==> src/rtl/fcu_pkg.sv <==
package fcu_pkg;

  localparam int OPC_W = 6;

  localparam logic [OPC_W-1:0] OP_CMP = 6'd24;
  localparam logic [OPC_W-1:0] OP_BEQ = 6'd25;
  localparam logic [OPC_W-1:0] OP_BNE = 6'd26;
  localparam logic [OPC_W-1:0] OP_BLT = 6'd27;
  localparam logic [OPC_W-1:0] OP_BGE = 6'd28;
  localparam logic [OPC_W-1:0] OP_BLE = 6'd29;
  localparam logic [OPC_W-1:0] OP_BGT = 6'd30;
  localparam logic [OPC_W-1:0] OP_JMP = 6'd32;
  localparam logic [OPC_W-1:0] OP_JAL = 6'd33;
  localparam logic [OPC_W-1:0] OP_SYS = 6'd56;

  // decoded class of the current instruction
  typedef enum logic [2:0] {
    K_SEQ,
    K_CMP,
    K_BRANCH,
    K_JUMP,
    K_JLINK,
    K_SYSC
  } kind_e;

  function automatic kind_e classify(input logic [OPC_W-1:0] op);
    kind_e k;
    if (op == OP_CMP)                        k = K_CMP;
    else if (op >= OP_BEQ && op <= OP_BGT)   k = K_BRANCH;
    else if (op == OP_JMP)                   k = K_JUMP;
    else if (op == OP_JAL)                   k = K_JLINK;
    else if (op == OP_SYS)                   k = K_SYSC;
    else                                     k = K_SEQ;
    return k;
  endfunction

endpackage

==> src/rtl/fcu_rst_sync.sv <==
module fcu_rst_sync #(
  parameter int STAGES = 2
) (
  input  logic clk,
  input  logic rst_n,
  output logic rst_n_sync
);

  logic [STAGES-1:0] chain_q;
  logic [STAGES-1:0] chain_d;

  always_comb begin
    chain_d = {chain_q[STAGES-2:0], 1'b1};
  end

  always_ff @(posedge clk or negedge rst_n) begin
    if (!rst_n) chain_q <= '0;
    else        chain_q <= chain_d;
  end

  assign rst_n_sync = chain_q[STAGES-1];

endmodule

==> src/rtl/fcu_flags.sv <==
module fcu_flags #(
  parameter int XLEN = 32
) (
  input  logic            clk,
  input  logic            rst_n,
  input  logic            cmp_en,
  input  logic [XLEN-1:0] lhs,
  input  logic [XLEN-1:0] rhs,
  output logic            eq_q,
  output logic            lt_q
);

  logic eq_d;
  logic lt_d;

  always_comb begin
    eq_d = eq_q;
    lt_d = lt_q;
    if (cmp_en) begin
      eq_d = (lhs == rhs);
      lt_d = (lhs < rhs);
    end
  end

  always_ff @(posedge clk or negedge rst_n) begin
    if (!rst_n) begin
      eq_q <= 1'b0;
      lt_q <= 1'b0;
    end else if (cmp_en) begin
      eq_q <= eq_d;
      lt_q <= lt_d;
    end
  end

endmodule

==> src/rtl/fcu_cond.sv <==
module fcu_cond
  import fcu_pkg::*;
(
  input  logic [OPC_W-1:0] op,
  input  logic             is_branch,
  input  logic             eq,
  input  logic             lt,
  output logic             taken
);

  logic hit;

  always_comb begin
    unique case (op)
      OP_BEQ:  hit = eq;
      OP_BNE:  hit = ~eq;
      OP_BLT:  hit = lt;
      OP_BGE:  hit = ~lt;
      OP_BLE:  hit = eq | lt;
      OP_BGT:  hit = ~(eq | lt);
      default: hit = 1'b0;
    endcase
    taken = is_branch & hit;
  end

endmodule

==> src/rtl/fcu_target.sv <==
module fcu_target #(
  parameter int XLEN        = 32,
  parameter int INSTR_BYTES = 4
) (
  input  logic [XLEN-1:0] pc_cur,
  input  logic [XLEN-1:0] jump_base,
  input  logic [XLEN-1:0] offset_x,
  output logic [XLEN-1:0] seq_pc,
  output logic [XLEN-1:0] br_pc,
  output logic            misaligned
);

  localparam int ALIGN_W = $clog2(INSTR_BYTES);
  localparam logic [XLEN-1:0] STEP = XLEN'(INSTR_BYTES);

  logic [XLEN-1:0] scaled_off;

  always_comb begin
    seq_pc     = pc_cur + STEP;
    scaled_off = offset_x << ALIGN_W;
    br_pc      = seq_pc + scaled_off;
  end

  generate
    if (ALIGN_W > 0) begin : g_align_chk
      assign misaligned = |jump_base[ALIGN_W-1:0];
    end else begin : g_no_align_chk
      assign misaligned = 1'b0;
    end
  endgenerate

endmodule

==> src/rtl/flow_ctl_unit.sv <==
module flow_ctl_unit
  import fcu_pkg::*;
#(
  parameter int          XLEN        = 32,
  parameter int          IMM_W       = 16,
  parameter int          REG_IDX_W   = 5,
  parameter int          LINK_REG    = 31,
  parameter int          INSTR_BYTES = 4,
  parameter logic [31:0] RESET_PC    = 32'h0
) (
  input  logic                 clk,
  input  logic                 rst_n,
  input  logic                 issue,
  input  logic [XLEN-1:0]      instr,
  input  logic [XLEN-1:0]      reg_a,
  input  logic [XLEN-1:0]      reg_b,
  output logic [XLEN-1:0]      pc,
  output logic [XLEN-1:0]      next_pc,
  output logic                 flag_z,
  output logic                 flag_n,
  output logic                 link_we,
  output logic [REG_IDX_W-1:0] link_idx,
  output logic [XLEN-1:0]      link_data,
  output logic                 sys_trap,
  output logic                 unaligned_trap
);

  localparam int EXT_W = XLEN - IMM_W;

  logic             rst_n_sync;
  logic [OPC_W-1:0] op;
  logic [XLEN-1:0]  imm_x;
  kind_e            kind;
  logic             is_branch;
  logic             is_jump_any;
  logic             br_taken;
  logic [XLEN-1:0]  seq_pc;
  logic [XLEN-1:0]  br_pc;
  logic             misaligned;
  logic [XLEN-1:0]  pc_q;
  logic [XLEN-1:0]  pc_d;
  logic             pc_en;

  fcu_rst_sync #(.STAGES(2)) u_rst_sync (
    .clk        (clk),
    .rst_n      (rst_n),
    .rst_n_sync (rst_n_sync)
  );

  // decode
  always_comb begin
    op          = instr[XLEN-1 -: OPC_W];
    imm_x       = {{EXT_W{instr[IMM_W-1]}}, instr[IMM_W-1:0]};
    kind        = classify(op);
    is_branch   = (kind == K_BRANCH);
    is_jump_any = (kind == K_JUMP) || (kind == K_JLINK);
  end

  fcu_flags #(.XLEN(XLEN)) u_flags (
    .clk    (clk),
    .rst_n  (rst_n_sync),
    .cmp_en (issue && (kind == K_CMP)),
    .lhs    (reg_b),
    .rhs    (imm_x),
    .eq_q   (flag_z),
    .lt_q   (flag_n)
  );

  fcu_cond u_cond (
    .op        (op),
    .is_branch (is_branch),
    .eq        (flag_z),
    .lt        (flag_n),
    .taken     (br_taken)
  );

  fcu_target #(.XLEN(XLEN), .INSTR_BYTES(INSTR_BYTES)) u_target (
    .pc_cur     (pc_q),
    .jump_base  (reg_a),
    .offset_x   (imm_x),
    .seq_pc     (seq_pc),
    .br_pc      (br_pc),
    .misaligned (misaligned)
  );

  // next program counter selection
  always_comb begin
    if (is_jump_any) begin
      next_pc = misaligned ? pc_q : reg_a;
    end else if (br_taken) begin
      next_pc = br_pc;
    end else begin
      next_pc = seq_pc;
    end
    pc_en = issue;
    pc_d  = next_pc;
  end

  always_ff @(posedge clk or negedge rst_n_sync) begin
    if (!rst_n_sync)  pc_q <= RESET_PC[XLEN-1:0];
    else if (pc_en)   pc_q <= pc_d;
  end

  // side outputs of the issue cycle
  always_comb begin
    link_we        = issue && (kind == K_JLINK) && !misaligned;
    link_idx       = REG_IDX_W'(LINK_REG);
    link_data      = seq_pc;
    sys_trap       = issue && (kind == K_SYSC);
    unaligned_trap = issue && is_jump_any && misaligned;
  end

  assign pc = pc_q;

endmodule

==> config.mk <==
export PLATFORM = sky130hd
export DESIGN_NAME = flow_ctl_unit
export DESIGN_NICKNAME = d
export VERILOG_FILES = /design/src/rtl/fcu_pkg.sv /design/src/rtl/fcu_rst_sync.sv /design/src/rtl/fcu_flags.sv /design/src/rtl/fcu_cond.sv /design/src/rtl/fcu_target.sv /design/src/rtl/flow_ctl_unit.sv
export SDC_FILE = /design/constraint.sdc
export NUM_CORES = 1
export LEC_CHECK = 0
export BUFFER_PORTS_ARGS = -buffer_cell sky130_fd_sc_hd__buf_2
export CORE_UTILIZATION = 51
export CTS_CLUSTER_DIAMETER = 200
export DETAILED_ROUTE_END_ITERATION = 6
export PLACE_DENSITY_LB_ADDON = 0.08
export RECOVER_POWER = 25
export SYNTH_ARGS = -nofsm -noshare
export SYNTH_HDL_FRONTEND = slang
export SYNTH_SLANG_ARGS = --single-unit
==> constraint.sdc <==
create_clock -name clk -period 3.85 [get_ports clk]
set_input_delay 0.1925 -clock clk [delete_from_list [all_inputs] [get_ports clk]]
set_output_delay 0.1925 -clock clk [all_outputs]
set_load 0.05 [all_outputs]
==> results.sh, run 1 <==
export IMPL_final_net_count=1144
export IMPL_cap_violations=1
export IMPL_dp_hpwl_mm=17.1
export IMPL_violations="max-capacitance violations, max-slew violations, negative setup slack"
export IMPL_via_per_inst=6.47
export IMPL_ant_nets=0
export IMPL_hold_viol=0
export IMPL_syn2layout_area_growth_pct=59.2
export IMPL_seqPwrFrac=0.104
export IMPL_fin_crit_sh=1.05
export IMPL_setup_viol=16
export IMPL_die_h_um=105
export IMPL_h_tree_depth=2
export IMPL_ys_flop_type="dfrtp_1"
export IMPL_cts_buffers=5
export IMPL_postSynthCellCount=713
export IMPL_slew_viol_final=35
export IMPL_cp_required_ns=3.66
export IMPL_antenna_found_initial=0
export IMPL_setup_slack_ns=-0.212
export IMPL_clkPwrFrac=0.057
export IMPL_clock_root_buffer="clkbuf_8"
export IMPL_syn_avg_cell_area_um2=7.63
export IMPL_grt_pass1_vias=7078
export IMPL_yosysTopAreaCellShare=0.166
export IMPL_arrival_ns=3.87
export IMPL_cellLeakagePower_nw=4.04
export IMPL_path_buf_inv=3
export IMPL_synth_area_leaders="dfrtp_1 (17%), ha_1 (16%), nand2_1 (7.4%), xnor2_1 (5.6%), a21oi_1 (4.7%)"
export IMPL_fmax_mhz=246
export IMPL_core_region_area_um2=10300
export IMPL_hp_class="primary input to flip-flop"
export IMPL_synth_seq_area_share=0.166
export IMPL_hold_slack_ns=0.150
export IMPL_crit_fanout=4
export IMPL_slowest_delay_ns=0.38
export IMPL_drive_gt1_frac=0.483
export IMPL_rows=37
export IMPL_p_int_mw=2.63
export IMPL_drt_total_wl_mm=23.1
export IMPL_grt_overflow=0
export IMPL_cp_start_kind="flip-flop"
export IMPL_p_sw_mw=3.73
export IMPL_p_per_area_nw_per_um2=735
export IMPL_clk_path_buf_depth=2
export IMPL_cp_slowest_cell="dfrtp_2"
export IMPL_synth_top_cell_by_area="dfrtp_1"
export IMPL_path_clk_slew_ns=0.09
export IMPL_yosysMostFrequentCell="nand2_1"
export IMPL_port_buffers=189
export IMPL_io_pins=205
export IMPL_path_cells="nand4_1, buf_6, nor4_4, buf_4, xor2_2, ha_1, a21o_1, a21oi_1, o21a_1, o31ai_2, nand3_1, nand3_1, xnor2_1, o211a_1, a31oi_4, buf_6"
export IMPL_peakVddDrop_mv=0.844
export IMPL_fin_crit_ns=4.06
export IMPL_yosysUniqueCellTypes=65
export IMPL_die_area_um2=11100
export IMPL_vias=7200
export IMPL_end_kind="output pin"
export IMPL_die_x_um=105
export IMPL_cts_sinks=36
export IMPL_async_flop_share=1.00
export IMPL_first_pass_iters=5
export IMPL_synth_enable_flop_cells=0
export IMPL_critPathTopFamily="compound AO/OA/AOI/OAI gates"
export IMPL_worst_slew_pin_slew_ns=1.94
export IMPL_clock_skew_final_ns=0.00899
export IMPL_grtUsageTotal=0.403
export IMPL_swShare=0.586
export IMPL_synth_seq_cells=36
export IMPL_initial_core_util=0.527
export IMPL_clk_insertion_delay_late_ns=0.32
export IMPL_tns_ns=-1.79
export IMPL_drc=0
export IMPL_maxSlewHeadroom=-0.296
export IMPL_crit_type="flip-flop to output pin"
export IMPL_rsz0062_at_grt="yes"
export IMPL_utilization=0.838
export IMPL_routabilityCongestion=0.910
export IMPL_diodes=0
export IMPL_yosysWarningCount=0
export IMPL_post_place_ws_ns=-0.0818
export IMPL_grt_pass1_wl_mm=35.4
export IMPL_drt_iter0_drc=574
export IMPL_synth_area_um2=5440
export IMPL_reg2reg_setup_slack_ns=0.22
export IMPL_status="finished, violations left"
export IMPL_wire_per_inst_um=20.7
export IMPL_cts_tree="done"
export IMPL_yosys_top_cells_count="nand2_1 (107), ha_1 (68), a21oi_1 (51)"
export IMPL_comb_power_share=0.839
export IMPL_grt_max_degree=35
-- kinds of logic (layout without fill, tap and decap cells) --
kind of cell               count (synthesis)  after routing  synth area share
xor gates and xnor gates                  52             52            0.0838
DFF                                       36             36             0.166
and+or+nand+nor                          263            263             0.236
muxes                                     25             25            0.0497
other                                      1              6          0.000690
AOI/OAI and AO/OA                        202            202             0.253
buffers and inverters                     65            324            0.0508
adders and majority gates                 69             69             0.160
-- sequential cells by signal, indices dropped and copies added (netlist names) --
| signal | cells |
|---|---|
| pc | 32 |
| u_rst_sync.chain_q | 2 |
| u_flags.eq_q | 1 |
| u_flags.lt_q | 1 |
-- area by class of cell --
| cell class | count | area [µm²] |
|---|---|---|
| Inverter | 23 | 86.3 |
| Multi-Input combinational cell | 617 | 5510 |
| Tap cell | 136 | 170 |
| Clock inverter | 3 | 46.3 |
| Sequential cell | 36 | 922 |
| Fill cell | 600 | 1670 |
| Clock buffer | 5 | 68.8 |
| Timing Repair Buffer | 293 | 1850 |
-- per-layer routing --
layer	vias up	global-route usage	wire length [µm]
li1	3152	-	-
met1	3435	0.492	8730
met2	502	0.689	11300
met3	111	0.0649	2150
met4	0	0.192	902
met5	-	0	0
-- per-stage QoR --
step           instances  power [mW]  instance area [µm²]
2_1_floorplan        718        4.08                 6360
3_3_place_gp        1081        5.23                 7860
3_5_place_dp        1081        5.32                 7860
4_1_cts             1107        5.97                 8370
5_1_grt             1113        6.63                 8650
6_report            1113        6.36                 8650
-- power by group through the flow --
stage | Combinational (mW) | Sequential [mW] | Clock (mW)
floorplan | 2.94 | 1.14 | 0
global placement | 4.58 | 0.647 | 0
detailed placement | 4.66 | 0.660 | 0
CTS | 4.96 | 0.650 | 0.364
global route | 5.58 | 0.671 | 0.373
finish | 5.33 | 0.662 | 0.364
-- repair_timing --
item	4_1_cts	5_1_grt
hold endpoints to repair	2	0
hold buffers	1	0
setup buffers	17	10
gates cloned	0	0
gates resized for setup	59	60
pin swaps	31	38
setup endpoints to repair	18	22
-- placed cells by master (no fill, tap or decap), types with 22 or more instances in the layout --
master   synthesis  final
nor2_1          35     30
a21oi_1         51     34
buf_2            5    167
ha_1            68     55
nand2_1        107    100
inv_1           23     23
buf_4            7    101
o21ai_0         32     22
nand4_1         22     22
-- worst min-delay path: cells and delay by family --
family	cells	cell delay, ns
buffers and inverters	1	0.10
AOI/OAI and AO/OA	2	0.14
-- path summary, 6_finish.rpt --
check | depth (start not counted) | startpoint | end
hold reg to reg | 0 | u_rst_sync.chain_q[0] | u_rst_sync.chain_q[1]
setup reg to reg | 16 | pc[4] | pc[26]
setup / recovery | 16 | pc[4] | next_pc[28]
hold / removal | 3 | reg_a[19] | pc[19]
max in group asynchronous | 1 | u_rst_sync.chain_q[1] | pc[16]
min in group asynchronous | 2 | rst_n | u_rst_sync.chain_q[0]
Power figures use the tool's default switching activity.
==> inputs of run 2 (changes only) <==
--- a/config.mk
+++ b/config.mk
@@ -7,10 +7,12 @@
 export LEC_CHECK = 0
 export BUFFER_PORTS_ARGS = -buffer_cell sky130_fd_sc_hd__buf_2
 export CORE_UTILIZATION = 51
-export CTS_CLUSTER_DIAMETER = 200
+export CTS_BUF_LIST = sky130_fd_sc_hd__clkbuf_16
+export CTS_CLUSTER_DIAMETER = 60
 export DETAILED_ROUTE_END_ITERATION = 6
 export PLACE_DENSITY_LB_ADDON = 0.08
 export RECOVER_POWER = 25
+export SLEW_MARGIN = 20
 export SYNTH_ARGS = -nofsm -noshare
 export SYNTH_HDL_FRONTEND = slang
 export SYNTH_SLANG_ARGS = --single-unit
==> results.sh, run 2 (synthesis gave the netlist of run 1 again) <==
export IMPL_layout_commonest_cell="buf_2"
export IMPL_final_cell_mix="buf_2 (167), buf_4 (111), nand2_1 (98)"
export IMPL_die_area_um2=11100
export IMPL_grtUsageTotal=0.415
export IMPL_dp_cells=1081
export IMPL_grt_pass1_vias=7134
export IMPL_crit_type="flip-flop to output pin"
export IMPL_worst_slew_pin_slew_ns=2.07
export IMPL_drive_gt1_frac=0.499
export IMPL_cts_sinks=36
export IMPL_ant_nets=0
export IMPL_drt_total_wl_mm=26.6
export IMPL_hold_viol=0
export IMPL_clk_insertion_delay_late_ns=0.29
export IMPL_dp_hpwl_mm=17.1
export IMPL_hold_depth=3
export IMPL_via_per_inst=6.83
export IMPL_cellLeakagePower_nw=4.19
export IMPL_slew_viol_final=35
export IMPL_met2WireLength_mm=12.4
export IMPL_diodes=0
export IMPL_regToRegStartpoint="pc[10]"
export IMPL_drc=0
export IMPL_routabilityCongestion=0.910
export IMPL_rsz0062_at_grt="yes"
export IMPL_clk_path_buf_depth=2
export IMPL_io_pins=205
export IMPL_setup_viol=22
export IMPL_grt_pass1_wl_mm=36.4
export IMPL_path_clk_slew_ns=0.07
export IMPL_vias=7724
export IMPL_reg2reg_setup_slack_ns=-0.09
export IMPL_peakVddDrop_mv=0.847
export IMPL_grt_max_degree=35
export IMPL_clock_skew_final_ns=0.00495
export IMPL_fin_crit_ns=4.18
export IMPL_fmax_mhz=239
export IMPL_route_met3_wl_mm=3.03
export IMPL_antenna_found_initial=0
export IMPL_cp_start_kind="flip-flop"
export IMPL_core_region_area_um2=10300
export IMPL_setup_slack_ns=-0.325
export IMPL_clock_root_buffer="clkbuf_16"
export IMPL_cap_violations=1
export IMPL_drt_iter0_drc=777
export IMPL_place_area_um2=7860
export IMPL_fin_crit_sh=1.08
export IMPL_arrival_ns=3.98
export IMPL_crit_fanout=4
export IMPL_h_tree_depth=2
export IMPL_routed_top_layer="met4"
export IMPL_tns_ns=-3.48
export IMPL_initial_core_util=0.527
export IMPL_final_net_count=1162
export IMPL_cts_tree="done"
export IMPL_cp_required_ns=3.66
export IMPL_min_from="reg_a[31]"
export IMPL_maxSlewHeadroom=-0.381
export IMPL_wire_per_inst_um=23.5
export IMPL_first_pass_iters=6
export IMPL_r2r_end="pc[21]"
export IMPL_die_x_um=105
export IMPL_ff2ff_path_depth=18
export IMPL_rows=37
export IMPL_syn2layout_area_growth_pct=66.0
export IMPL_utilization=0.874
export IMPL_p_per_area_nw_per_um2=767
export IMPL_hp_class="primary input to flip-flop"
export IMPL_grt_overflow=0
export IMPL_status="finished, violations left"
export IMPL_cts_buffers=5
export IMPL_wl_met1_mm=9.33
export IMPL_port_buffers=189
export IMPL_end_kind="output pin"
export IMPL_die_h_um=105
export IMPL_stdcell_area_um2=9020
export IMPL_largest_reg_flops=32
export IMPL_violations="max-capacitance violations, max-slew violations, negative setup slack"
export IMPL_final_cells=1131
export IMPL_whs_endpoint="pc[31]"
==> run 2: cell types whose count changed in the layout (fill, tap and decap cells not counted), sizes merged <==
cell | previous run | this run
buf | 288 | 305
clkbuf | 9 | 10
==> run 2: layout make-up <==
| type | count | area (µm²) |
|---|---|---|
| multi-input combinational | 617 | 5670 |
| timing repair buffer | 311 | 2010 |
| fill | 487 | 1300 |
| sequential | 36 | 922 |
| tap | 136 | 170 |
| clock buffer | 5 | 125 |
| inverter | 23 | 86.3 |
| clock inverter | 3 | 46.3 |
==> run 2: worst max path at each step <==
stage / startpoint / to / slack (ns) / cells past startpoint
global placement: pc[7] / next_pc[26] / 0.03 / 15
global route: pc[10] / next_pc[31] / -0.42 / 16
floorplan: pc[4] / pc[30] / -0.47 / 15
CTS: pc[6] / next_pc[30] / -0.16 / 14
detailed placement: pc[6] / next_pc[31] / -0.08 / 17
finish: pc[2] / next_pc[26] / -0.33 / 14
==> run 2: report_power, final <==
group	total (mW)	internal [mW]	switching [mW]
clock	0.498	0.308	0.189
sequential	0.690	0.511	0.179
combinational	5.74	2.10	3.64
total	6.92	2.92	4.00
==> run 2: worst max-delay path, stage by stage, from the launching register on <==
cell,delay (ns)
dfrtp_2,0.44
ha_1,0.23
buf_4,0.16
xor2_2,0.19
ha_1,0.34
a21oi_1,0.34
o21ai_2,0.21
a211oi_4,0.44
o311a_4,0.28
o221ai_4,0.15
a21oi_4,0.24
xnor2_2,0.15
a21oi_2,0.12
a31oi_4,0.19
buf_6,0.19
==> run 2: metal layers <==
metal,GRT usage,vias to the layer above
li1,-,3187
met2,0.710,709
met4,0.191,0
met5,0,-
met3,0.0538,210
met1,0.517,3618
==> run 2: per-stage QoR <==
step	setup slack (ns)	hold slack (ns)	power [mW]
CTS	-0.159	0.175	6.12
global route	-0.418	0.209	7.12
finish	-0.325	0.181	6.92
global placement	0.0305	-0.0235	5.23
floorplan	-0.469	-0.103	4.08
detailed placement	-0.0818	-0.0160	5.32
==> run 2: repair_timing <==
| item | 4_1_cts | 5_1_grt |
|---|---|---|
| hold buffers | 1 | 0 |
| buffers inserted | 21 | 25 |
| pin swaps | 34 | 62 |
| setup endpoints to repair | 17 | 22 |
| resized for setup | 59 | 86 |
| hold endpoints to repair | 2 | 0 |
==> inputs of run 3 (changes only) <==
==> constraint.sdc (replaced) <==
create_clock -name clk -period 4.35 [get_ports clk]
set_input_delay 1.305 -clock clk [delete_from_list [all_inputs] [get_ports clk]]
set_output_delay 1.305 -clock clk [all_outputs]
set_load 0.05 [all_outputs]
==> results.sh, run 3 <==
export IMPL_status="aborted with a tool error"
export IMPL_rows=37
export IMPL_yosysUniqueCellTypes=65
export IMPL_synth_area_um2=5440
export IMPL_clk_path_buf_depth=2
export IMPL_dp_cells=1195
export IMPL_port_buffers=189
export IMPL_synth_area_leaders="dfrtp_1 (17%), ha_1 (16%), nand2_1 (7.4%), xnor2_1 (5.6%), a21oi_1 (4.7%)"
export IMPL_die_h_um=105
export IMPL_routabilityCongestion=0.962
export IMPL_post_place_ws_ns=-1.06
export IMPL_first_error="[ERROR DPL-0038] Utilization greater than 100%, impossible to legalize"
export IMPL_cts_buffers=5
export IMPL_postSynthCellCount=713
export IMPL_repair_timing_grt_worst_ep="next_pc[28]"
export IMPL_h_tree_depth=2
export IMPL_ctsHoldBuffers=0
export IMPL_synth_seq_area_share=0.166
export IMPL_synth_top_cell_by_area="dfrtp_1"
export IMPL_initial_core_util=0.527
export IMPL_syn_avg_cell_area_um2=7.63
export IMPL_stop_stage="global routing"
export IMPL_io_pins=205
export IMPL_die_x_um=105
export IMPL_yosys_top_cells_count="nand2_1 (107), ha_1 (68), a21oi_1 (51)"
export IMPL_worst_ep_kind="output port"
export IMPL_yosysWarningCount=0
export IMPL_synth_enable_flop_cells=0
export IMPL_clock_root_buffer="clkbuf_16"
export IMPL_dp_hpwl_mm=18.7
export IMPL_grt_max_degree=35
export IMPL_synth_seq_cells=36
export IMPL_async_flop_share=1.00
export IMPL_yosysTopAreaCellShare=0.166
export IMPL_yosysMostFrequentCell="nand2_1"
export IMPL_ys_flop_type="dfrtp_1"
export IMPL_cts_sinks=36
[run 3: cell counts after synthesis]
Identical to the previous run, type by type.
[run 3: per-stage QoR]
stage	area, µm²	setup TNS (ns)
CTS	9670	-13.34
global placement	8670	-17.67
detailed placement	8670	-19.98
floorplan	6230	-17.98
[run 3: logic make-up after synthesis]
group | share of synthesized area
simple gates | 0.236
compound gates | 0.253
fa+ha+maj | 0.160
buf+inv | 0.0508
xor+xnor | 0.0838
flops | 0.166
mux | 0.0497
other cells | 0.000690
[run 3: repair_timing]
item                       CTS
pin swaps                   54
buffers inserted            22
setup endpoints to repair   32
cloned                       1
resized for setup          167
==> inputs of run 4 (changes only) <==
--- a/config.mk
+++ b/config.mk
@@ -6,11 +6,9 @@
 export NUM_CORES = 1
 export LEC_CHECK = 0
 export BUFFER_PORTS_ARGS = -buffer_cell sky130_fd_sc_hd__buf_2
-export CORE_UTILIZATION = 51
-export CTS_BUF_LIST = sky130_fd_sc_hd__clkbuf_16
-export CTS_CLUSTER_DIAMETER = 60
+export CORE_UTILIZATION = 40
 export DETAILED_ROUTE_END_ITERATION = 6
-export PLACE_DENSITY_LB_ADDON = 0.08
+export PLACE_DENSITY_LB_ADDON = 0.15
 export RECOVER_POWER = 25
 export SLEW_MARGIN = 20
 export SYNTH_ARGS = -nofsm -noshare
==> results.sh, run 4 (synthesis gave the netlist of run 1 again) <==
export IMPL_status="finished, violations left"
export IMPL_violations="max-capacitance violations, max-slew violations, negative setup slack"
export IMPL_die_h_um=119
export IMPL_place_area_um2=8770
export IMPL_cap_violations=1
export IMPL_crit_type="flip-flop to output pin"
export IMPL_ant_nets=0
export IMPL_cp_start_kind="flip-flop"
export IMPL_end_kind="output pin"
export IMPL_clock_root_buffer="clkbuf_16"
export IMPL_slew_viol_final=35
export IMPL_first_pass_iters=6
export IMPL_die_area_um2=14100
export IMPL_final_cells=1301
export IMPL_final_net_count=1292
export IMPL_drt_iter0_drc=531
export IMPL_fmax_mhz=190
export IMPL_cts_tree="done"
export IMPL_layout_commonest_cell="buf_4"
export IMPL_rows=42
export IMPL_via_per_inst=5.81
export IMPL_dp_hpwl_mm=18.2
export IMPL_wire_per_inst_um=19.6
export IMPL_final_cell_mix="buf_4 (223), buf_2 (156), nand2_1 (92)"
export IMPL_grtUsageTotal=0.346
export IMPL_die_x_um=119
export IMPL_initial_core_util=0.411
export IMPL_fillers=915
export IMPL_fin_crit_sh=1.21
export IMPL_clock_skew_final_ns=0.0133
export IMPL_utilization=0.788
export IMPL_routabilityCongestion=0.901
export IMPL_syn2layout_area_growth_pct=91.9
export IMPL_path_clk_slew_ns=0.06
export IMPL_crit_fanout=6
export IMPL_hold_viol=0
export IMPL_cellLeakagePower_nw=4.92
export IMPL_hp_class="flip-flop to flip-flop"
export IMPL_vias=7564
export IMPL_peakVddDrop_mv=0.583
export IMPL_fin_crit_ns=5.26
export IMPL_grt_max_degree=35
export IMPL_rsz0062_at_grt="yes"
export IMPL_arrival_ns=3.95
export IMPL_port_buffers=189
export IMPL_setup_viol=30
export IMPL_clk_insertion_delay_late_ns=0.31
export IMPL_clk_path_buf_depth=2
export IMPL_h_tree_depth=2
export IMPL_dp_cells=1246
export IMPL_grt_pass1_vias=7572
export IMPL_reg2reg_setup_slack_ns=0.16
export IMPL_stdcell_area_um2=10400
export IMPL_cp_required_ns=3.04
export IMPL_io_pins=205
export IMPL_tns_ns=-16.14
export IMPL_p_per_area_nw_per_um2=639
export IMPL_hold_slack_ns=0.358
export IMPL_largest_reg_flops=32
export IMPL_diodes=0
export IMPL_drc=0
export IMPL_drt_total_wl_mm=25.5
export IMPL_cts_sinks=36
export IMPL_setup_slack_ns=-0.908
export IMPL_worst_slew_pin_slew_ns=2.21
export IMPL_antenna_found_initial=0
export IMPL_cts_buffers=5
export IMPL_grt_pass1_wl_mm=38.3
export IMPL_drive_gt1_frac=0.593
export IMPL_maxSlewHeadroom=-0.475
export IMPL_grt_overflow=0
export IMPL_core_region_area_um2=13200
run 4: per-layer routing:
layer / global-route usage / share of wire / vias up
li1: - / - / 3462
met1: 0.417 / 0.39 / 3625
met2: 0.599 / 0.50 / 392
met3: 0.0516 / 0.069 / 85
met4: 0.167 / 0.041 / 0
met5: 0 / 0 / -
run 4: power breakdown:
part / internal [mW] / switching [mW]
combinational: 2.43 / 3.30
sequential: 0.451 / 0.0991
clock: 0.214 / 0.179
run 4: worst max-delay path: stages, from the launching register on:
cell and delay, ns:
dfrtp_2 0.39, and4_4 0.24, and3_4 0.23, and3_4 0.20, buf_4 0.14, nand3_4 0.11
nor2_4 0.17, xor2_4 0.20, ha_4 0.23, a211oi_4 0.22, o21ai_1 0.10, o211ai_1 0.17
o21ai_4 0.14, and4_1 0.22, a31oi_1 0.20, and4_1 0.25, nand2_2 0.11, a21oi_4 0.16
buf_6 0.17
run 4: cell type report:
cell class	instances	area [µm²]	share of cell area
multi-input combinational	617	5850	0.560
timing repair buffer	441	3210	0.308
sequential	36	920	0.0881
tap	176	220	0.0211
clock buffer	5	125	0.0120
inverter	23	86.3	0.00827
clock inverter	3	23.8	0.00228
run 4: stage by stage:
stage	power, mW	setup WS (ns)
finish	6.67	-0.908
global route	6.96	-1.04
CTS	6.25	-0.780
detailed placement	5.11	-1.02
global placement	5.03	-0.953
floorplan	3.57	-0.960
run 4: what timing repair did:
| item | CTS | global route |
|---|---|---|
| endpoints found under the setup margin | 30 | 33 |
| resized for setup | 185 | 76 |
| gates cloned | 1 | 0 |
| pin swaps | 94 | 75 |
| buffers inserted | 42 | 23 |
| hold buffers | 0 | 0 |
run 4: worst paths after layout:
check / endpoint / cells after the start / start
worst max-delay path: next_pc[31] / 18 / pc[7]
worst min-delay path: u_rst_sync.chain_q[1] / 0 / u_rst_sync.chain_q[0]
worst max register to register: pc[21] / 25 / pc[7]
worst min register to register: u_rst_sync.chain_q[1] / 0 / u_rst_sync.chain_q[0]
max in group asynchronous: pc[2] / 1 / u_rst_sync.chain_q[1]
min in group asynchronous: u_rst_sync.chain_q[1] / 1 / rst_n
